===== src/rtl/evcnt_pkg.sv =====
package evcnt_pkg;

    localparam int CTL_W = 32;

    // control word, MSB first
    typedef struct packed {
        logic [7:0] thresh;
        logic       invert;
        logic       enable;
        logic [2:0] spare;
        logic       edge_det;
        logic       os_en;
        logic       usr_en;
        logic [7:0] umask;
        logic [7:0] evsel;
    } evctl_t;

    typedef enum logic {
        ADDR_CTL = 1'b0,
        ADDR_CNT = 1'b1
    } evaddr_e;

    function automatic logic mode_ok(evctl_t c, logic os);
        return c.enable & (os ? c.os_en : c.usr_en);
    endfunction

    function automatic logic thr_hit(logic [7:0] n, evctl_t c);
        return c.invert ? (n < c.thresh) : (n >= c.thresh);
    endfunction

endpackage


===== src/rtl/evcnt_src_mux.sv =====
module evcnt_src_mux #(
    parameter int NUM_SRC = 4,
    parameter int FLAG_W  = 8,
    parameter int EVW     = 4
) (
    input  logic [NUM_SRC*FLAG_W-1:0] flags,
    input  logic [7:0]                sel,
    input  logic [7:0]                umask,
    output logic [EVW-1:0]            n
);

    function automatic logic [EVW-1:0] popc(logic [FLAG_W-1:0] v);
        logic [EVW-1:0] acc;
        acc = '0;
        for (int b = 0; b < FLAG_W; b++) acc = acc + EVW'(v[b]);
        return acc;
    endfunction

    logic [EVW-1:0] per_src [NUM_SRC];

    for (genvar s = 0; s < NUM_SRC; s++) begin : g_src
        assign per_src[s] = popc(flags[s*FLAG_W +: FLAG_W] & umask[FLAG_W-1:0]);
    end

    always_comb begin
        n = '0;
        for (int s = 0; s < NUM_SRC; s++)
            if (sel == 8'(s)) n = per_src[s];
    end

endmodule


===== src/rtl/evcnt_qualify.sv =====
module evcnt_qualify
    import evcnt_pkg::*;
#(
    parameter int EVW = 4
) (
    input  logic           clk,
    input  logic           rst,
    input  evctl_t         ctl,
    input  logic           priv_os,
    input  logic [EVW-1:0] n,
    output logic [EVW-1:0] inc
);

    logic active, cond, cond_q, zero_thr;

    assign active   = mode_ok(ctl, priv_os);
    assign zero_thr = (ctl.thresh == 8'd0);
    assign cond     = thr_hit(8'(n), ctl);

    // condition history, cleared by any uncounted cycle
    always_ff @(posedge clk) begin
        if (rst) cond_q <= 1'b0;
        else     cond_q <= active & cond;
    end

    always_comb begin
        if (!active)          inc = '0;
        else if (zero_thr)    inc = n;
        else if (ctl.edge_det) inc = EVW'(cond & ~cond_q);
        else                  inc = EVW'(cond);
    end

endmodule


===== src/rtl/evcnt_accum.sv =====
module evcnt_accum #(
    parameter int CNT_W = 48,
    parameter int EVW   = 4
) (
    input  logic             clk,
    input  logic             rst,
    input  logic             wr,
    input  logic [CNT_W-1:0] wdata,
    input  logic [EVW-1:0]   inc,
    output logic [CNT_W-1:0] count_q,
    output logic             ovf_q
);

    logic [CNT_W:0] sum;
    assign sum = {1'b0, count_q} + (CNT_W+1)'(inc);

    always_ff @(posedge clk) begin
        if (rst) begin
            count_q <= '0;
            ovf_q   <= 1'b0;
        end else if (wr) begin
            count_q <= wdata;
            ovf_q   <= 1'b0;
        end else begin
            count_q <= sum[CNT_W-1:0];
            ovf_q   <= sum[CNT_W];
        end
    end

endmodule


===== src/rtl/event_threshold_counter.sv =====
module event_threshold_counter
    import evcnt_pkg::*;
#(
    parameter int CNT_W   = 48,
    parameter int NUM_SRC = 4,
    parameter int FLAG_W  = 8,
    parameter int EVW     = $clog2(FLAG_W + 1),
    parameter int DATA_W  = (CNT_W > CTL_W) ? CNT_W : CTL_W
) (
    input  logic                      clk,
    input  logic                      rst,
    input  logic                      priv_os,
    input  logic [NUM_SRC*FLAG_W-1:0] src_flags,
    input  logic                      reg_we,
    input  logic                      reg_addr,
    input  logic [DATA_W-1:0]         reg_wdata,
    output logic [DATA_W-1:0]         reg_rdata,
    output logic                      overflow_o
);

    evctl_t           ctl_q;
    logic             ctl_wr, cnt_wr;
    logic [EVW-1:0]   ev_n, inc;
    logic [CNT_W-1:0] count_q;

    assign ctl_wr = reg_we && (evaddr_e'(reg_addr) == ADDR_CTL);
    assign cnt_wr = reg_we && (evaddr_e'(reg_addr) == ADDR_CNT);

    always_ff @(posedge clk) begin
        if (rst)         ctl_q <= '0;
        else if (ctl_wr) ctl_q <= evctl_t'(reg_wdata[CTL_W-1:0]);
    end

    evcnt_src_mux #(.NUM_SRC(NUM_SRC), .FLAG_W(FLAG_W), .EVW(EVW)) u_mux (
        .flags(src_flags), .sel(ctl_q.evsel), .umask(ctl_q.umask), .n(ev_n)
    );

    evcnt_qualify #(.EVW(EVW)) u_qual (
        .clk(clk), .rst(rst), .ctl(ctl_q), .priv_os(priv_os), .n(ev_n), .inc(inc)
    );

    evcnt_accum #(.CNT_W(CNT_W), .EVW(EVW)) u_acc (
        .clk(clk), .rst(rst), .wr(cnt_wr), .wdata(reg_wdata[CNT_W-1:0]),
        .inc(inc), .count_q(count_q), .ovf_q(overflow_o)
    );

    assign reg_rdata = (evaddr_e'(reg_addr) == ADDR_CNT) ? DATA_W'(count_q)
                                                         : DATA_W'(ctl_q);

endmodule


===== config.mk =====
export PLATFORM = sky130hd
export DESIGN_NAME = event_threshold_counter
export DESIGN_NICKNAME = d
export VERILOG_FILES = /design/src/rtl/evcnt_pkg.sv /design/src/rtl/evcnt_src_mux.sv /design/src/rtl/evcnt_qualify.sv /design/src/rtl/evcnt_accum.sv /design/src/rtl/event_threshold_counter.sv
export SDC_FILE = /design/constraint.sdc
export NUM_CORES = 1
export LEC_CHECK = 0
export BUFFER_PORTS_ARGS = -buffer_cell sky130_fd_sc_hd__buf_2
export CORE_UTILIZATION = 30
export CTS_CLUSTER_SIZE = 10
export DETAILED_ROUTE_END_ITERATION = 6
export SLEW_MARGIN = 20
export SYNTH_ARGS = -nofsm -noshare
export SYNTH_HDL_FRONTEND = slang
export SYNTH_SLANG_ARGS = --single-unit

===== constraint.sdc =====
create_clock -name clk -period 8.9 [get_ports clk]
set_input_delay 2.67 -clock clk [delete_from_list [all_inputs] [get_ports clk]]
set_output_delay 2.67 -clock clk [all_outputs]
set_load 0.01 [all_outputs]

==> run summary <==
Sequential fraction of the synthesis area = 0.298
Synth warn = 0
Core Region = 18000 um2
Worst-case clock buffer depth = 2
Status = complete, no violations
Worst path arrival time = 8.69 ns
Setup bufs post-CTS = 0
Num rows = 49
Total of max-cap violations = 0
PwrDens = 134 nW/um2
DP Cell Count = 1015
Slew HR = 0.266
Sw Pwr = 0.248 mW
DR WL/cell = 15.8 um
Final WL = 16.3 mm
Post-layout min period = 8.45 ns
Post-synth top area cell = dfxtp_1
Worst path cell trace = buf_2 -> and2_1 -> ha_1 -> inv_1 -> fa_1 -> fa_1 -> inv_1 -> fa_1 -> inv_1 -> fa_1 -> mux4_2 -> nor2_1 -> ha_1 -> a41o_1 -> o21a_1 -> o211ai_1 -> o22ai_1 -> ha_1 -> fa_1 -> a211oi_2 -> or3_1 -> nor3_1 -> xnor2_1 -> a211oi_1
Chip Width = 138 um
Max Slew Vio Count = 0
Ys async rst share = 0
TritonCTS buffer count = 9
# port buffers = 133
I/O Pins = 134
Hold WC Path Type = register to register
Maximum clock rate = 0.118 GHz
Vias in the first global route = 4806
Grt total ovfl = 0
Hold_sp = ctl_q[19]
CP max stage delay = 0.55 ns
Switching Fraction = 0.280
# hold bufs at CTS = 0
Syn Area/Cell = 8.02 um2
Vias = 5160
CTS H-tree lvls = 3
VDD IR max = 89.8 uV
WHS Path Cells = 2
Final period utilization = 0.950
Critical path capture point type = register
Final nets = 919
Drt pass-1 iters = 4
Share of cells above drive strength 1 = 0.239
Placer Congestion = 0.800
Worst r2r dst = u_acc.count_q[16]
EDFF count, synth = 0
Part of the power in registers = 0.466
RR Startpoint = ctl_q[8]
CP required = 9.14 ns
Final hold vios = 0
Initial antenna violation count = 2
Largest net degree at the start of global routing = 83
CP startpoint = src_flags[0]
First-pass GRT wire length = 25.2 mm
Count leader, synth = nand2_1
GRT Resource Usage Total = 0.175
Post-synthesis register bit count = 82
Crit-path slowest cell = fa_1
Clock Sinks = 82
CTS tree = built
Hpwl dp = 12.2 mm
R2r setup slk = 2.49 ns
Fillers = 1904
Clock skew = 0.00919 ns
DRT iter0 DRCs = 353
Root Buffer = clkbuf_16
Ys flop type = dfxtp_1
Crit-path max FO = 6
Comb pwr share = 0.166
Worst-Margin Slew = 1.09 ns
Synth area leaders = dfxtp_1, nand2_1, fa_1
Startpoint Class = input port
R2R cell count = 23
Clk slew on worst S/H paths = 0.06 ns
Setup TNS = 0 ns
Synth Cell Area = 5510 um2
Share of the synthesized area in the top cell type = 0.298
Setup CP Type = input port to register
Area growth syn-to-layout = 20.0%
Initial Utilization = 0.307
RSZ-0062 raised after global routing = false
Drt drc = 0
Die ar. = 18900 um2
Pint = 0.639 mW
Cells after Synth = 687
Setup-failing EPs final = 0
Cell variety after synth = 51
Fin cells = 1029
CP dominant cell by count = fa_1
Chip Height = 138 um
Worst-Skew Late Latency = 0.34 ns
Hold Path Sink = ctl_q[19]
Via density per instance = 5.01
Pleak = 2.73 nW
Clk pwr share = 0.368
Routed Antenna Nets = 0
Commonest cells in the synthesized netlist = nand2_1, dfxtp_1, nor2_1, a21oi_1, and2_1
Net Count, Synth = 809
power by group through the flow:
stage | Clock, mW | Combinational (mW) | Sequential, mW
2_1_floorplan | 0 | 0.0958 | 0.411
3_3_place_gp | 0 | 0.148 | 0.421
3_5_place_dp | 0 | 0.149 | 0.421
4_1_cts | 0.335 | 0.150 | 0.413
5_1_grt | 0.349 | 0.166 | 0.417
6_report | 0.326 | 0.147 | 0.413
layer usage:
| metal | wire, um | vias up | track usage |
|---|---|---|---|
| met5 | 10 | - | 0 |
| met4 | 216 | 2 | 0.0537 |
| li1 | - | 2624 | - |
| met1 | 7670 | 2396 | 0.239 |
| met2 | 7550 | 119 | 0.278 |
| met3 | 855 | 19 | 0.0320 |
layout make-up:
type | instances | area [um2] | area share
Timing Repair Buffer | 140 | 718 | 0.109
Sequential cell | 82 | 1640 | 0.248
Inverter | 35 | 131 | 0.0199
Antenna cell | 1 | 2.50 | 0.000378
Tap cell | 229 | 287 | 0.0433
Clock inverter | 1 | 5.00 | 0.000757
Multi-Input combinational cell | 529 | 3590 | 0.543
Clock buffer | 12 | 236 | 0.0357
placed cells by master (no fill, tap or decap), drive strengths merged, types with 2 or more instances in the layout:
| master | count |
|---|---|
| o211ai | 3 |
| o31a | 4 |
| and2 | 39 |
| nor2 | 61 |
| o21ai | 13 |
| buf | 140 |
| a211oi | 33 |
| and3 | 6 |
| nand2 | 109 |
| o31ai | 7 |
| a311oi | 11 |
| or3 | 6 |
| nor4 | 9 |
| dfxtp | 82 |
| nor2b | 3 |
| xor2 | 19 |
| mux2 | 29 |
| nor3 | 11 |
| nand4 | 21 |
| mux4 | 2 |
| and4 | 2 |
| or4 | 6 |
| a21o | 2 |
| xnor2 | 16 |
| fa | 17 |
| nand2b | 3 |
| a21oi | 45 |
| inv | 35 |
| nand3 | 18 |
| ha | 20 |
| clkbuf | 12 |
| o22ai | 2 |
timing repair:
action                                  CTS  global route
hold endpoints to repair                  0             0
gates resized for setup                   0             1
endpoints found under the setup margin    0            10
logic make-up (layout without fill, tap and decap cells):
group           Yosys count  count (layout)  synth area share
flops                    82              82             0.298
buf+inv                  76             188            0.0527
mux                      32              32            0.0693
other cells               0               1                 0
fa+ha+maj                37              37             0.107
compound gates          127             127             0.151
simple gates            298             298             0.266
xor+xnor                 35              35            0.0556
state kept, by name, indices dropped and copies added (netlist names):
| register | flops |
|---|---|
| ctl_q | 32 |
| u_qual.cond_q | 1 |
| u_acc.count_q | 48 |
| u_acc.ovf_q | 1 |
worst max-delay path by stage:
stage | to | slack (ns)
5_1_grt | u_acc.count_q[16] | 0.04
3_5_place_dp | u_acc.count_q[20] | 0.03
6_report | u_acc.count_q[16] | 0.45
2_1_floorplan | u_acc.count_q[34] | 0.38
3_3_place_gp | u_acc.count_q[16] | 0.14
4_1_cts | u_acc.count_q[16] | 0.34
through the flow:
| step | util | power [mW] | worst slack [ns] | area [um2] | hold slack [ns] |
|---|---|---|---|---|---|
| global route | 0.368 | 0.932 | 0.0439 | 6610 | 0.492 |
| detailed placement | 0.354 | 0.570 | 0.0333 | 6370 | 0.445 |
| finish | 0.368 | 0.887 | 0.447 | 6620 | 0.450 |
| CTS | 0.368 | 0.897 | 0.339 | 6610 | 0.453 |
| global placement | 0.354 | 0.569 | 0.139 | 6370 | 0.439 |
| floorplan | - | 0.507 | 0.381 | 5510 | 0.434 |
worst max-delay path, delay by kind of cell:
kind / cells / cell delay (ns)
xor+xnor: 1 / 0.14
buf+inv: 4 / 0.28
mux: 1 / 0.51
compound gates: 6 / 1.31
fa+ha+maj: 8 / 3.10
simple gates: 4 / 0.68
No activity file was read; power rests on OpenSTA's default activity.
